$ cat src/rtl/sram_ctrl_pkg.sv
package sram_ctrl_pkg;

    typedef enum logic [2:0] {
        ST_IDLE,
        ST_RD_ACC,
        ST_RD_FLOAT,
        ST_TURN,
        ST_WR_PULSE,
        ST_WR_HOLD
    } sram_st_t;

    function automatic int ns2cyc(input int ns, input int clk_ns);
        return (ns + clk_ns - 1) / clk_ns;
    endfunction

    function automatic int imax(input int a, input int b);
        return (a > b) ? a : b;
    endfunction

endpackage

$ cat src/rtl/sram_cs_split.sv
module sram_cs_split #(
    parameter int          NUM_PINS = 3,
    parameter logic [NUM_PINS-1:0] HIGH_MASK = 3'b010
) (
    input  logic                sel,
    output logic [NUM_PINS-1:0] pins
);
    for (genvar i = 0; i < NUM_PINS; i++) begin : g_pin
        if (HIGH_MASK[i]) begin : g_hi
            assign pins[i] = sel;
        end else begin : g_lo
            assign pins[i] = ~sel;
        end
    end
endmodule

$ cat src/rtl/sram_step_counter.sv
module sram_step_counter #(
    parameter int W = 3
) (
    input  logic         clk,
    input  logic         rst_n,
    input  logic         clr,
    output logic [W-1:0] q
);
    always_ff @(posedge clk) begin
        if (!rst_n || clr) q <= '0;
        else               q <= q + 1'b1;
    end
endmodule

$ cat src/rtl/sram_async_ctrl.sv
module sram_async_ctrl
    import sram_ctrl_pkg::*;
#(
    parameter int AW          = 17,
    parameter int DW          = 24,
    parameter int CLK_NS      = 4,
    parameter int T_AA_NS     = 10,
    parameter int T_WP_NS     = 7,
    parameter int T_WP1_NS    = 9,
    parameter int T_DW_NS     = 5,
    parameter int T_OHZ_NS    = 6,
    parameter int T_WHZ_NS    = 5,
    parameter bit KEEP_OE_LOW = 1'b0
) (
    input  logic          clk,
    input  logic          rst_n,
    input  logic          req_valid,
    output logic          req_ready,
    input  logic          req_we,
    input  logic [AW-1:0] req_addr,
    input  logic [DW-1:0] req_wdata,
    output logic          rsp_valid,
    output logic [DW-1:0] rsp_rdata,
    output logic [AW-1:0] mem_addr,
    output logic          mem_ce1_n,
    output logic          mem_ce2,
    output logic          mem_ce3_n,
    output logic          mem_we_n,
    output logic          mem_oe_n,
    output logic [DW-1:0] mem_dq_o,
    output logic          mem_dq_oe,
    input  logic [DW-1:0] mem_dq_i
);
    localparam int RD_N    = ns2cyc(T_AA_NS, CLK_NS);
    localparam int FLT_N   = ns2cyc(T_OHZ_NS, CLK_NS);
    localparam int DW_N    = ns2cyc(T_DW_NS, CLK_NS);
    localparam int WHZ_N   = ns2cyc(T_WHZ_NS, CLK_NS);
    localparam int WPH_N   = imax(ns2cyc(T_WP_NS, CLK_NS), DW_N);
    localparam int WPL_N   = imax(ns2cyc(T_WP1_NS, CLK_NS), WHZ_N + DW_N);
    localparam int PULSE_N = KEEP_OE_LOW ? WPL_N : WPH_N;
    localparam int MAX_N   = imax(imax(RD_N, FLT_N), PULSE_N);
    localparam int CW      = $clog2(MAX_N + 1);
    localparam logic [CW-1:0] RD_LAST    = CW'(RD_N - 1);
    localparam logic [CW-1:0] FLT_LAST   = CW'(FLT_N - 1);
    localparam logic [CW-1:0] PULSE_LAST = CW'(PULSE_N - 1);

    sram_st_t      state, state_nxt;
    logic [CW-1:0] cnt;
    logic          cnt_clr;
    logic          accept;
    logic          last_rd;
    logic [AW-1:0] addr_q;
    logic [DW-1:0] wdata_q;
    logic          sel;
    logic          oe_act;
    logic          drv;
    logic [2:0]    cs_pins;

    assign accept = (state == ST_IDLE) && req_valid;

    sram_step_counter #(.W(CW)) u_cnt (
        .clk  (clk),
        .rst_n(rst_n),
        .clr  (cnt_clr),
        .q    (cnt)
    );

    always_comb begin
        state_nxt = state;
        cnt_clr   = 1'b0;
        unique case (state)
            ST_IDLE: if (req_valid) begin
                cnt_clr = 1'b1;
                if (!req_we)     state_nxt = ST_RD_ACC;
                else if (last_rd) state_nxt = ST_TURN;
                else             state_nxt = ST_WR_PULSE;
            end
            ST_RD_ACC: if (cnt == RD_LAST) begin
                state_nxt = ST_RD_FLOAT;
                cnt_clr   = 1'b1;
            end
            ST_RD_FLOAT: if (cnt == FLT_LAST) begin
                state_nxt = ST_IDLE;
                cnt_clr   = 1'b1;
            end
            ST_TURN: begin
                state_nxt = ST_WR_PULSE;
                cnt_clr   = 1'b1;
            end
            ST_WR_PULSE: if (cnt == PULSE_LAST) begin
                state_nxt = ST_WR_HOLD;
                cnt_clr   = 1'b1;
            end
            ST_WR_HOLD: begin
                state_nxt = ST_IDLE;
                cnt_clr   = 1'b1;
            end
            default: begin
                state_nxt = ST_IDLE;
                cnt_clr   = 1'b1;
            end
        endcase
    end

    always_ff @(posedge clk) begin
        if (!rst_n) begin
            state     <= ST_IDLE;
            last_rd   <= 1'b0;
            addr_q    <= '0;
            wdata_q   <= '0;
            rsp_valid <= 1'b0;
            rsp_rdata <= '0;
        end else begin
            state     <= state_nxt;
            rsp_valid <= (state == ST_RD_ACC) && (cnt == RD_LAST);
            if ((state == ST_RD_ACC) && (cnt == RD_LAST)) rsp_rdata <= mem_dq_i;
            if (accept) begin
                addr_q  <= req_addr;
                wdata_q <= req_wdata;
                last_rd <= !req_we;
            end
        end
    end

    // output decode
    always_comb begin
        sel      = (state == ST_RD_ACC) || (state == ST_WR_PULSE);
        mem_we_n = !(state == ST_WR_PULSE);
        mem_oe_n = !oe_act;
    end

    if (KEEP_OE_LOW) begin : g_oe_low
        localparam logic [CW-1:0] DRV_FIRST = CW'(WHZ_N);
        assign oe_act = (state == ST_RD_ACC) || (state == ST_WR_PULSE);
        assign drv    = ((state == ST_WR_PULSE) && (cnt >= DRV_FIRST)) ||
                        (state == ST_WR_HOLD);
    end else begin : g_oe_high
        assign oe_act = (state == ST_RD_ACC);
        assign drv    = (state == ST_WR_PULSE) || (state == ST_WR_HOLD);
    end

    sram_cs_split #(.NUM_PINS(3), .HIGH_MASK(3'b010)) u_cs (
        .sel (sel),
        .pins(cs_pins)
    );

    assign mem_ce1_n = cs_pins[0];
    assign mem_ce2   = cs_pins[1];
    assign mem_ce3_n = cs_pins[2];
    assign mem_dq_oe = drv;
    assign mem_dq_o  = wdata_q;
    assign mem_addr  = addr_q;
    assign req_ready = (state == ST_IDLE);

endmodule


$ cat config.mk
export PLATFORM = sky130hd
export DESIGN_NAME = sram_async_ctrl
export DESIGN_NICKNAME = d
export VERILOG_FILES = /design/src/rtl/sram_ctrl_pkg.sv /design/src/rtl/sram_cs_split.sv /design/src/rtl/sram_step_counter.sv /design/src/rtl/sram_async_ctrl.sv
export SDC_FILE = /design/constraint.sdc
export NUM_CORES = 1
export LEC_CHECK = 0
export BUFFER_PORTS_ARGS = -buffer_cell sky130_fd_sc_hd__clkbuf_2
export CORE_MARGIN = 2
export CORE_UTILIZATION = 25
export CTS_CLUSTER_SIZE = 30
export DETAILED_ROUTE_END_ITERATION = 12
export PLACE_DENSITY = 0.61
export SYNTH_ARGS = -nofsm -noshare
export SYNTH_HDL_FRONTEND = slang
export SYNTH_SLANG_ARGS = --single-unit
$ cat constraint.sdc
create_clock -name clk -period 2.9 [get_ports clk]
set_input_delay 0.725 -clock clk [delete_from_list [all_inputs] [get_ports clk]]
set_output_delay 0.725 -clock clk [all_outputs]
set_load 0.005 [all_outputs]
### Word level (Yosys, flattened, before mapping)

Cells that the tools add are included.

* register bits: 72
* latch bits: 0
* bits in writable memories: 0
* memory bits (read-only): 0
* input port bits: 69
* logic and storage cells: 43
* memories: 0

* add/sub/neg operators: 1
* multiply operators: 0
* divide/modulo/power cells: 0
* $lt $le $gt $ge: 0
* equal/unequal tests: 11
* shift-type cells: 0
* muxes and demuxes: 11
* bitwise gates (word level): 1
* reduce and logical (&&, ||, !) cells: 12

Operator list (count)
* 3-bit 2-to-1 mux: 6
* 3-bit case mux with 5 select lines: 1
* 3-bit by 2-bit equality test with 1-bit output (second input constant): 2
* 3-bit equality test (second input constant): 2
* 2-bit inequality test (second input constant): 3
* 1-bit logical NOT: 4
* 4-bit AND reduction: 1
* 3-bit by 1-bit equality test with 1-bit output (second input constant): 1
* 3-bit logical NOT: 1
* 1-bit logical OR: 3
* 1-bit 2-to-1 mux: 3
* 1-bit case mux with 3 select lines: 1
* 2-bit by 1-bit adder with 2-bit output (second input constant): 1
* 2-bit by 1-bit equality test with 1-bit output (second input constant): 1
* 2-bit equality test (second input constant): 1
* 1-bit logical AND: 2
* 2-bit by 1-bit inequality test with 1-bit output (second input constant): 1
* 2-bit OR reduction: 1
* 1-bit NOT: 1

### Longest topological paths before layout

Gate-level depths: netlist (run 1).

* depth in word-level cells: 4
* depth in mapped cells: 7
* depth with buffers taken out: 5

### Modules after synthesis

From an unflattened synthesis (run 1), not the netlist that was laid out.

* cell total of the unflattened synthesis: 335
* area, all modules: 2827.7 sq um

By module, submodules not included
* sram_async_ctrl: times used 1, cells each 326, area an instance 2746.4 sq um, seq. area each 1401.3 sq um
* sram_step_counter: times used 1, cells each 6, area an instance 62.6 sq um, seq. area each 40.0 sq um
* sram_cs_split: times used 1, cells each 3, area an instance 18.8 sq um, seq. area each 0.0 sq um

### Worst setup path after synthesis (run 1)

No wires, ideal clock.

* kind: register to output
* start point: reg state[2]
* end point: out mem_ce3_n
* arrival: 1.139 ns
* slack: 1.036 ns
* cell stages (with the launch flop): 6
* path buffers: 2
* path through: dfxtp_1 buf_4 xor2_1 and2_1 inv_1 buf_4

* longest elaborated chain between the ends: 3

RTL lines
* from (decl): RTL line sram_async_ctrl.sv:47 `sram_st_t state, state_nxt;`
* from (signal assigned): RTL line sram_async_ctrl.sv:114 `state <= state_nxt;`
* 3-bit by 1-bit equality test with 1-bit output / 3-bit equality test (equally long branches): RTL line sram_async_ctrl.sv:127 `sel = (state == ST_RD_ACC) || (state == ST_WR_PULSE);`
* 1-bit logical OR *: RTL line sram_async_ctrl.sv:127
* net mem_ce2: RTL line sram_async_ctrl.sv:26 `output logic mem_ce2,`
* 1-bit NOT *
* to (decl): RTL line sram_async_ctrl.sv:27 `output logic mem_ce3_n,`

Mark *: on every way through the listed nets, which the timed path passes. The rest lies on a longest branch.

### Final worst setup path (run 1)

* start point: reg state[2]
* end point: out mem_ce3_n

* longest elaborated chain between the ends: 3

RTL lines
* 3-bit by 1-bit equality test with 1-bit output / 3-bit equality test (equally long branches): RTL line sram_async_ctrl.sv:127
* 1-bit logical OR *: RTL line sram_async_ctrl.sv:127
* 1-bit NOT *: RTL line sram_cs_split.sv:12 `assign pins[i] = ~sel;`

Every way passes the cells marked *; elsewhere a longest branch is shown, timed or not.

==> impl_table.tex, run 1 <==
\begin{tabular}{lr}
\hline
Metric & Value \\
\hline
\multicolumn{2}{l}{\textbf{Critical path}} \\
Critical path data required time & 2170 ps \\
Crit-path leading delay family & flip-flops \\
Worst-case register-to-register setup slack & 1080 ps \\
Capturing instance or port of the critical path & mem\_ce3\_n \\
Largest fanout on the critical path & 14 \\
Reg-to-reg critical path startpoint & state[0] \\
Crit path launch type & flop \\
Endpoint of the worst register-to-register path & rsp\_rdata[20] \\
Crit path largest cell delay & 700 ps \\
Crit-path cells & xor2\_1 -> and2\_1 -> inv\_1 -> clkbuf\_2 \\
Startpoint of the most critical setup path & state[2] \\
Type of the worst setup path & flop to output pin \\
WP data arrival & 1500 ps \\
Buffers \& Inverters on Critical Path & 2 \\
Sort of element at the end of the critical path & output pin \\
Slowest-stage cell, CP & sky130\_fd\_sc\_hd\_\_dfxtp\_1 \\
Depth of the worst register-to-register path & 2 \\
Logic depth of the worst setup path including buffers & 4 \\
\multicolumn{2}{l}{\textbf{GRT}} \\
Global-route wire length before repair & 10,000 um \\
Overall global routing resource usage & 10.7\% \\
Via count of the first global-routing pass & 2,262 \\
Met3 Usage GRT & 5.29\% \\
Maximum number of pins on one net before global-route repair & 85 \\
Met2 GRT Util & 16.3\% \\
Total global routing overflow & 0 \\
Met1 track demand over resource & 12.3\% \\
Number of antenna violations at the first check in global routing & 0 \\
Global route hottest layer & met2 \\
\multicolumn{2}{l}{\textbf{Synthesis}} \\
Post-synthesis xor/xnor area fraction & 0.310\% \\
Warnings from Yosys & 0 \\
Top cell type by total area after synthesis & sky130\_fd\_sc\_hd\_\_dfxtp\_1 \\
Adder and majority cell fraction of the synthesized area & 0.887\% \\
Most repeated cell in the gate-level netlist after synthesis & sky130\_fd\_sc\_hd\_\_dfxtp\_1 \\
Netlist area before placement & 0.00282 sq mm \\
Area share of and/or/nand/nor cells after synthesis & 26.0\% \\
Top-area cell type share of the netlist area & 51.1\% \\
Share of the yosys chip area belonging to registers & 51.1\% \\
Most used DFF post-synth & sky130\_fd\_sc\_hd\_\_dfxtp\_1 \\
Fraction of registers with async set/reset & 0\% \\
Avg Inst Size Synth & 8.40 sq um \\
Post-Synthesis Net Count & 407 \\
Synth Area in Compound Gates & 13.2\% \\
Count of flip-flops with a built-in enable after synthesis & 0 \\
Combinational family with the most area after synthesis & simple AND/OR/NAND/NOR gates \\
Count of distinct cell types in the synthesized netlist & 31 \\
Most numerous cell types in the synthesized netlist & sky130\_fd\_sc\_hd\_\_dfxtp\_1, sky130\_fd\_sc\_hd\_\_nand2\_1, sky130\_fd\_sc\_hd\_\_nand3\_1 \\
Count of mapped cells out of synthesis & 336 \\
Ranking of synthesized cells by area & sky130\_fd\_sc\_hd\_\_dfxtp\_1, sky130\_fd\_sc\_hd\_\_nand3\_1, sky130\_fd\_sc\_hd\_\_o21ai\_0, sky130\_fd\_sc\_hd\_\_nand2\_1, sky130\_fd\_sc\_hd\_\_o21ai\_1 \\
Mux contribution to synthesized area & 0.887\% \\
Count of state elements after synthesis & 72 \\
\multicolumn{2}{l}{\textbf{Final layout}} \\
Synth-to-layout area growth & 36.9\% \\
Diodes inserted & 0 \\
FILL cells & 1,153 \\
Share of cells above drive strength 1 & 34.8\% \\
Post-layout nets & 528 \\
Cell area after layout & 0.00386 sq mm \\
\multicolumn{2}{l}{\textbf{Drt}} \\
Post-route DRC violation count & 0 \\
Drt first pass iters & 4 \\
Wirelength per Cell & 10.8 um \\
Vias after detailed routing & 2,639 \\
Drt first-iter violations & 228 \\
Number of vias per cell & 4.38 \\
Final ANT Viol Nets & 0 \\
Total wire length & 6530 um \\
\multicolumn{2}{l}{\textbf{Floorplanning}} \\
Initial core utilization & 25.8\% \\
X dimension of the die & 110 um \\
Core region area & 0.0109 sq mm \\
Standard-cell row count & 38 \\
DIE AREA & 0.0122 sq mm \\
IO Count & 142 \\
Floorplan die height & 110 um \\
\multicolumn{2}{l}{\textbf{STA}} \\
RSZ-0062 raised after global routing & false \\
Final setup vio count & 0 \\
Final setup skew & 8.69 ps \\
Relative slew slack & 44.4\% \\
Summed negative setup slack over all endpoints & 0 ps \\
Share of the cycle needed by the critical path after routing & 76.8\% \\
Max frequency & 0.449 GHz \\
Worst-Margin Slew & 834 ps \\
Post-layout min period & 2230 ps \\
Number of hold-slack violations in the final timing report & 0 \\
Count of pins over their slew limit & 0 \\
\multicolumn{2}{l}{\textbf{Power}} \\
VDD IR max & 422 uV \\
Power per unit of standard cell area & 741 mW/mm\^{}2 \\
Pleak & 1.67 nW \\
\multicolumn{2}{l}{\textbf{Placement}} \\
Half-perimeter wire length of the detailed placement result & 4580 um \\
Count of input and output buffers & 141 \\
Routability cong. & 0.737 \\
Cell area after placement & 0.00355 sq mm \\
\multicolumn{2}{l}{\textbf{Clocking}} \\
TritonCTS clock tree & yes \\
Setup bufs post-CTS & 0 \\
H-tree lvl count & 3 \\
Gates resized, CTS repair & 0 \\
Post-CTS clock slew at the launch and capture registers of the worst setup and hold paths & 50 ps \\
\# hold bufs at CTS & 0 \\
Max clock buf depth & 2 \\
Clock net sink count & 72 \\
Cell chosen for the clock root & sky130\_fd\_sc\_hd\_\_clkbuf\_16 \\
Total clock buffers created by CTS & 9 \\
Clock network latency to the later pin of the worst-skew pair & 330 ps \\
\multicolumn{2}{l}{\textbf{Outcome}} \\
Status & complete, no violations \\
\multicolumn{2}{l}{\textbf{Hold path}} \\
Min-Delay Path Class & flop to flop \\
\multicolumn{2}{l}{\textbf{Flow run}} \\
MaxCap Viol Count & 0 \\
\hline
\end{tabular}
## tightest hold or removal path, stage by stage (launching register included)
cell and delay (ps):
sky130_fd_sc_hd__dfxtp_1 310, sky130_fd_sc_hd__nand2_1 50, sky130_fd_sc_hd__o21ai_1 50
## stage by stage
stage	cells	hold WS (ps)	utilization [%]	setup WS, ps	total power (W)
2_1_floorplan	336	432	-	1040	0.00154
3_3_place_gp	586	436	32.4	1050	0.00171
3_5_place_dp	586	443	32.4	1010	0.00172
4_1_cts	602	451	35.3	650	0.00292
5_1_grt	602	465	35.3	540	0.00303
6_report	602	450	35.3	673	0.00286
## flip-flops by register name, summed over array words and instances (netlist names)
| signal | cells |
|---|---|
| state | 3 |
| rsp_rdata | 24 |
| last_rd | 1 |
| rsp_valid | 1 |
| u_cnt.q | 2 |
| mem_dq_o | 24 |
| mem_addr | 17 |
## power breakdown
group          internal, W  switching (W)
Combinational     0.000233       0.000271
Sequential         0.00110      0.0000881
Clock             0.000776       0.000395
Total              0.00211       0.000753
## cell families (layout without fill, tap and decap cells)
logic type,count (synthesis),count (layout)
mux,2,2
simple gates,150,150
compound gates,71,71
flops,72,72
fa+ha+maj,2,2
buf+inv,38,164
xor+xnor,1,1
## layout make-up
class / instances / area [sq um] / share of cell area (%)
timing repair buffer: 143 / 748 / 19.4
clock buffer: 13 / 250 / 6.48
sequential: 72 / 1440 / 37.3
multi-input combinational: 226 / 1160 / 30.1
tap: 140 / 175 / 4.53
inverter: 5 / 18.8 / 0.486
clock inverter: 3 / 65.1 / 1.68
## layer usage
layer | wire, um | share of wire, %
met2 | 2870 | 44
met5 | 0 | 0
met4 | 121 | 1.9
met1 | 2850 | 44
met3 | 687 | 11
## worst min-delay path by stage
stage                       start            end  slack [ps]  depth (start not counted)
detailed placement  rsp_rdata[11]  rsp_rdata[11]         440                          2
global route        rsp_rdata[10]  rsp_rdata[10]         460                          2
global placement      mem_dq_o[2]    mem_dq_o[2]         440                          2
finish               mem_dq_o[23]   mem_dq_o[23]         450                          2
CTS                 rsp_rdata[11]  rsp_rdata[11]         450                          2
floorplan              u_cnt.q[0]     u_cnt.q[0]         430                          1
## cells in the final DEF, fill, tap and decap left out, drive strengths merged, types with 3 or more instances in the layout
cell	n
dfxtp	72
clkbuf	153
nand3	65
buf	3
o21ai	65
inv	5
nand2	66
nor3	4
nor4b	4
(Power assumes the default switching activity.)
==> inputs of run 2 (changes only) <==
Settings changed: ABC_AREA set to 1.
Clock period 2.9 ns to 2.2 ns, I/O delays scaled along.
==> run 2 against run 1 <==
First-iteration DRC count down 17%. Critical endpoint unchanged. Power is 53% higher. Critical path depth rose by 3. Setup slack worse by 450 ps. Highest routed layer unchanged.
==> impl_table.tex, run 2 <==
\begin{tabular}{lr}
\hline
Metric & Value \\
\hline
\multicolumn{2}{l}{\textbf{Placement}} \\
Cell area after placement & 0.00359 sq mm (+1.1\%) \\
Half-perimeter wire length of the detailed placement result & 5550 um (+21\%) \\
Count of input and output buffers & 141 (unchanged) \\
Routability cong. & 0.761 (+3.3\%) \\
\multicolumn{2}{l}{\textbf{Clocking}} \\
Total clock buffers created by CTS & 9 (unchanged) \\
Clock net sink count & 72 (unchanged) \\
Post-CTS clock slew at the launch and capture registers of the worst setup and hold paths & 60 ps (about the same) \\
Cell chosen for the clock root & sky130\_fd\_sc\_hd\_\_clkbuf\_16 \\
H-tree lvl count & 3 (unchanged) \\
\# hold bufs at CTS & 0 (unchanged) \\
Max clock buf depth & 2 (unchanged) \\
Clock network latency to the later pin of the worst-skew pair & 320 ps (about the same) \\
Gates resized, CTS repair & 0 (unchanged) \\
TritonCTS clock tree & yes \\
Setup bufs post-CTS & 0 (unchanged) \\
\multicolumn{2}{l}{\textbf{Final layout}} \\
Synth-to-layout area growth & 35.7\% \\
Diodes inserted & 0 (unchanged) \\
Share of cells above drive strength 1 & 34.8\% (-0.084 points) \\
Post-layout util & 35.2\% (-0.16 points) \\
Most common cell after layout, fill and taps aside & sky130\_fd\_sc\_hd\_\_clkbuf\_2 \\
Cell area after layout & 0.00386 sq mm (about the same) \\
Post-layout nets & 557 (+5.5\%) \\
Commonest cells after routing, fill and taps aside & sky130\_fd\_sc\_hd\_\_clkbuf\_2, sky130\_fd\_sc\_hd\_\_nand2\_1, sky130\_fd\_sc\_hd\_\_nand3\_1, sky130\_fd\_sc\_hd\_\_dfxtp\_1, sky130\_fd\_sc\_hd\_\_a21oi\_1 \\
\multicolumn{2}{l}{\textbf{Drt}} \\
Number of vias per cell & 4.49 (+2.4\%) \\
Wirelength per Cell & 12.3 um (+13\%) \\
Total wire length & 7720 um (+18\%) \\
Drt first pass iters & 4 (unchanged) \\
Post-route DRC violation count & 0 (unchanged) \\
Vias after detailed routing & 2,824 (+7.0\%) \\
Drt first-iter violations & 189 (-17\%) \\
Final ANT Viol Nets & 0 (unchanged) \\
\multicolumn{2}{l}{\textbf{Critical path}} \\
WP data arrival & 1420 ps (-80 ps) \\
Depth of the worst register-to-register path & 5 (+3) \\
Crit path largest cell delay & 490 ps (-210 ps) \\
Reg-to-reg critical path startpoint & state[1] \\
Crit-path leading delay family & flip-flops \\
Critical path data required time & 1650 ps (-520 ps) \\
Largest fanout on the critical path & 7 (-7) \\
Type of the worst setup path & flop to output pin \\
Worst-case register-to-register setup slack & 560 ps (-520 ps) \\
Slowest-stage cell, CP & sky130\_fd\_sc\_hd\_\_dfxtp\_1 \\
Crit path launch type & flop \\
Buffers \& Inverters on Critical Path & 4 (+2) \\
Endpoint of the worst register-to-register path & mem\_addr[7] \\
Crit-path cells & inv\_2 -> nand2\_2 -> nor2\_8 -> inv\_1 -> nand2\_1 -> inv\_1 -> clkbuf\_2 \\
Sort of element at the end of the critical path & output pin \\
Most frequent cell on the critical path & sky130\_fd\_sc\_hd\_\_inv\_1 \\
\multicolumn{2}{l}{\textbf{Floorplanning}} \\
DIE AREA & 0.0123 sq mm (+0.85\%) \\
Floorplan die height & 111 um (+0.43\%) \\
Standard-cell row count & 38 (unchanged) \\
IO Count & 142 (unchanged) \\
X dimension of the die & 111 um (+0.43\%) \\
Initial core utilization & 25.9\% (+0.12 points) \\
Core region area & 0.0110 sq mm (+0.43\%) \\
\multicolumn{2}{l}{\textbf{Synthesis}} \\
Most numerous cell types in the synthesized netlist & sky130\_fd\_sc\_hd\_\_nand2\_1, sky130\_fd\_sc\_hd\_\_nand3\_1, sky130\_fd\_sc\_hd\_\_dfxtp\_1 \\
Count of distinct cell types in the synthesized netlist & 23 (-26\%) \\
Most used DFF post-synth & sky130\_fd\_sc\_hd\_\_dfxtp\_1 \\
Count of state elements after synthesis & 72 (unchanged) \\
Count of mapped cells out of synthesis & 355 (+5.7\%) \\
Ranking of synthesized cells by area & sky130\_fd\_sc\_hd\_\_dfxtp\_1, sky130\_fd\_sc\_hd\_\_nand3\_1, sky130\_fd\_sc\_hd\_\_a21oi\_1, sky130\_fd\_sc\_hd\_\_nand2\_1, sky130\_fd\_sc\_hd\_\_buf\_6 \\
Most repeated cell in the gate-level netlist after synthesis & sky130\_fd\_sc\_hd\_\_nand2\_1 \\
Netlist area before placement & 0.00285 sq mm (+0.89\%) \\
Avg Inst Size Synth & 8.02 sq um (-4.5\%) \\
Count of flip-flops with a built-in enable after synthesis & 0 (unchanged) \\
Warnings from Yosys & 0 (unchanged) \\
Top-area cell type share of the netlist area & 50.6\% (-0.45 points) \\
Share of the yosys chip area belonging to registers & 50.6\% (-0.45 points) \\
Post-Synthesis Net Count & 426 (+4.7\%) \\
Fraction of registers with async set/reset & 0\% (unchanged) \\
Top cell type by total area after synthesis & sky130\_fd\_sc\_hd\_\_dfxtp\_1 \\
\multicolumn{2}{l}{\textbf{STA}} \\
Final setup vio count & 0 (unchanged) \\
Max frequency & 0.507 GHz \\
Relative slew slack & 68.8\% (+24 points) \\
Summed negative setup slack over all endpoints & 0 ps (unchanged) \\
Post-layout min period & 1970 ps \\
Final setup skew & 6.42 ps (-2.26 ps) \\
Worst-Margin Slew & 468 ps (-366 ps) \\
Share of the cycle needed by the critical path after routing & 89.7\% \\
RSZ-0062 raised after global routing & false \\
Count of pins over their slew limit & 0 (unchanged) \\
Number of hold-slack violations in the final timing report & 0 (unchanged) \\
\multicolumn{2}{l}{\textbf{Power}} \\
Cell internal pwr & 0.00287 W (+36\%) \\
Power share of the sequential group & 37.7\% (-3.8 points) \\
VDD IR max & 589 uV (+40\%) \\
Proportion of power drawn by combinational gates & 31.6\% (+14 points) \\
Power dissipated by switching net loads & 0.00150 W (+99\%) \\
Overall power consumption & 0.00437 W (+53\%) \\
Fraction of power spent switching nets & 34.3\% (+8.0 points) \\
Clock group share of total power & 30.7\% (-10 points) \\
Power per unit of standard cell area & 1130 mW/mm\^{}2 (+53\%) \\
Pleak & 1.74 nW (+4.0\%) \\
\multicolumn{2}{l}{\textbf{GRT}} \\
Number of antenna violations at the first check in global routing & 0 (unchanged) \\
Maximum number of pins on one net before global-route repair & 43 (-49\%) \\
Via count of the first global-routing pass & 2,807 (+24\%) \\
Global-route wire length before repair & 12,800 um (+28\%) \\
Overall global routing resource usage & 12.5\% (+1.8 points) \\
Total global routing overflow & 0 (unchanged) \\
\multicolumn{2}{l}{\textbf{Hold path}} \\
Min-Delay Path Class & flop to flop \\
WHS Endpoint & mem\_addr[16] \\
Startpoint of the lowest-slack hold path & mem\_addr[16] \\
Hold Path Depth & 2 (unchanged) \\
\multicolumn{2}{l}{\textbf{Outcome}} \\
Status & complete, no violations \\
\multicolumn{2}{l}{\textbf{Flow run}} \\
MaxCap Viol Count & 0 (unchanged) \\
\hline
\end{tabular}
## run 2: changes by cell type after synthesis, sizes merged, moves of 2 or more
cell	previous run	this run
nand2	66	80
inv	5	13
a21oi	2	67
clkbuf	15	10
nor2	2	12
a211oi	2	0
nor4b	4	0
nand3b	2	0
buf	18	20
nand3	65	73
and2	2	0
o21ai	65	1
## run 2: cells by family (layout without fill, tap and decap cells)
kind of cell	Yosys count	count (layout)	share of synthesized area, %
DFF	72	72	50.6
adders and majority gates	2	2	0.879
and+or+nand+nor	169	169	27.3
AOI/OAI and AO/OA	68	68	12.1
buffers and inverters	44	178	9.10
## run 2: worst max-delay path by stage
stage / start / end / slack, ps / depth (start not counted)
after global placement: state[2] / mem_ce3_n / 620 / 7
after global routing: state[2] / mem_ce3_n / 100 / 7
final: state[2] / mem_ce3_n / 230 / 7
after detailed placement: state[1] / mem_dq_o[8] / 540 / 5
after floorplan: state[2] / mem_ce3_n / 530 / 8
after CTS: state[2] / mem_ce3_n / 220 / 7
## run 2: power groups by stage
stage | logic [W] | registers, W | clock network, W
after global routing | 0.00157 | 0.00167 | 0.00144
after floorplan | 0.00107 | 0.00165 | 0
after detailed placement | 0.00141 | 0.00168 | 0
after CTS | 0.00142 | 0.00165 | 0.00139
final | 0.00138 | 0.00165 | 0.00134
after global placement | 0.00138 | 0.00166 | 0
## run 2: tightest hold or removal path: cells and delay by family (launching register included)
kind | cells | cell delay, ps
AND/OR/NAND/NOR | 1 | 60
AO/OA/AOI/OAI | 1 | 50
flip-flops | 1 | 300
## run 2: metrics by stage
step	setup slack, ps	hold slack (ps)	instances
after detailed placement	536	454	615
after CTS	220	458	629
after global placement	619	443	615
after floorplan	526	432	355
after global routing	101	470	629
final	227	459	629
## run 2: per-layer routing
metal  track usage, %  vias to the layer above  share of wire [%]
li1                 -                     1442                  -
met1             15.2                     1270                 45
met3             4.10                        9                6.4
met2             21.0                      103                 47
met5                0                        -                  0
met4             3.92                        0                1.3
## run 2: final cells by class
type / instances / area [sq um]
inverters: 14 / 52.6
multi-input cells: 239 / 1150
flip-flops and latches: 72 / 1440
fillers: 1159 / 7120
clock buffers: 14 / 274
repair buffers: 150 / 773
well taps: 140 / 175
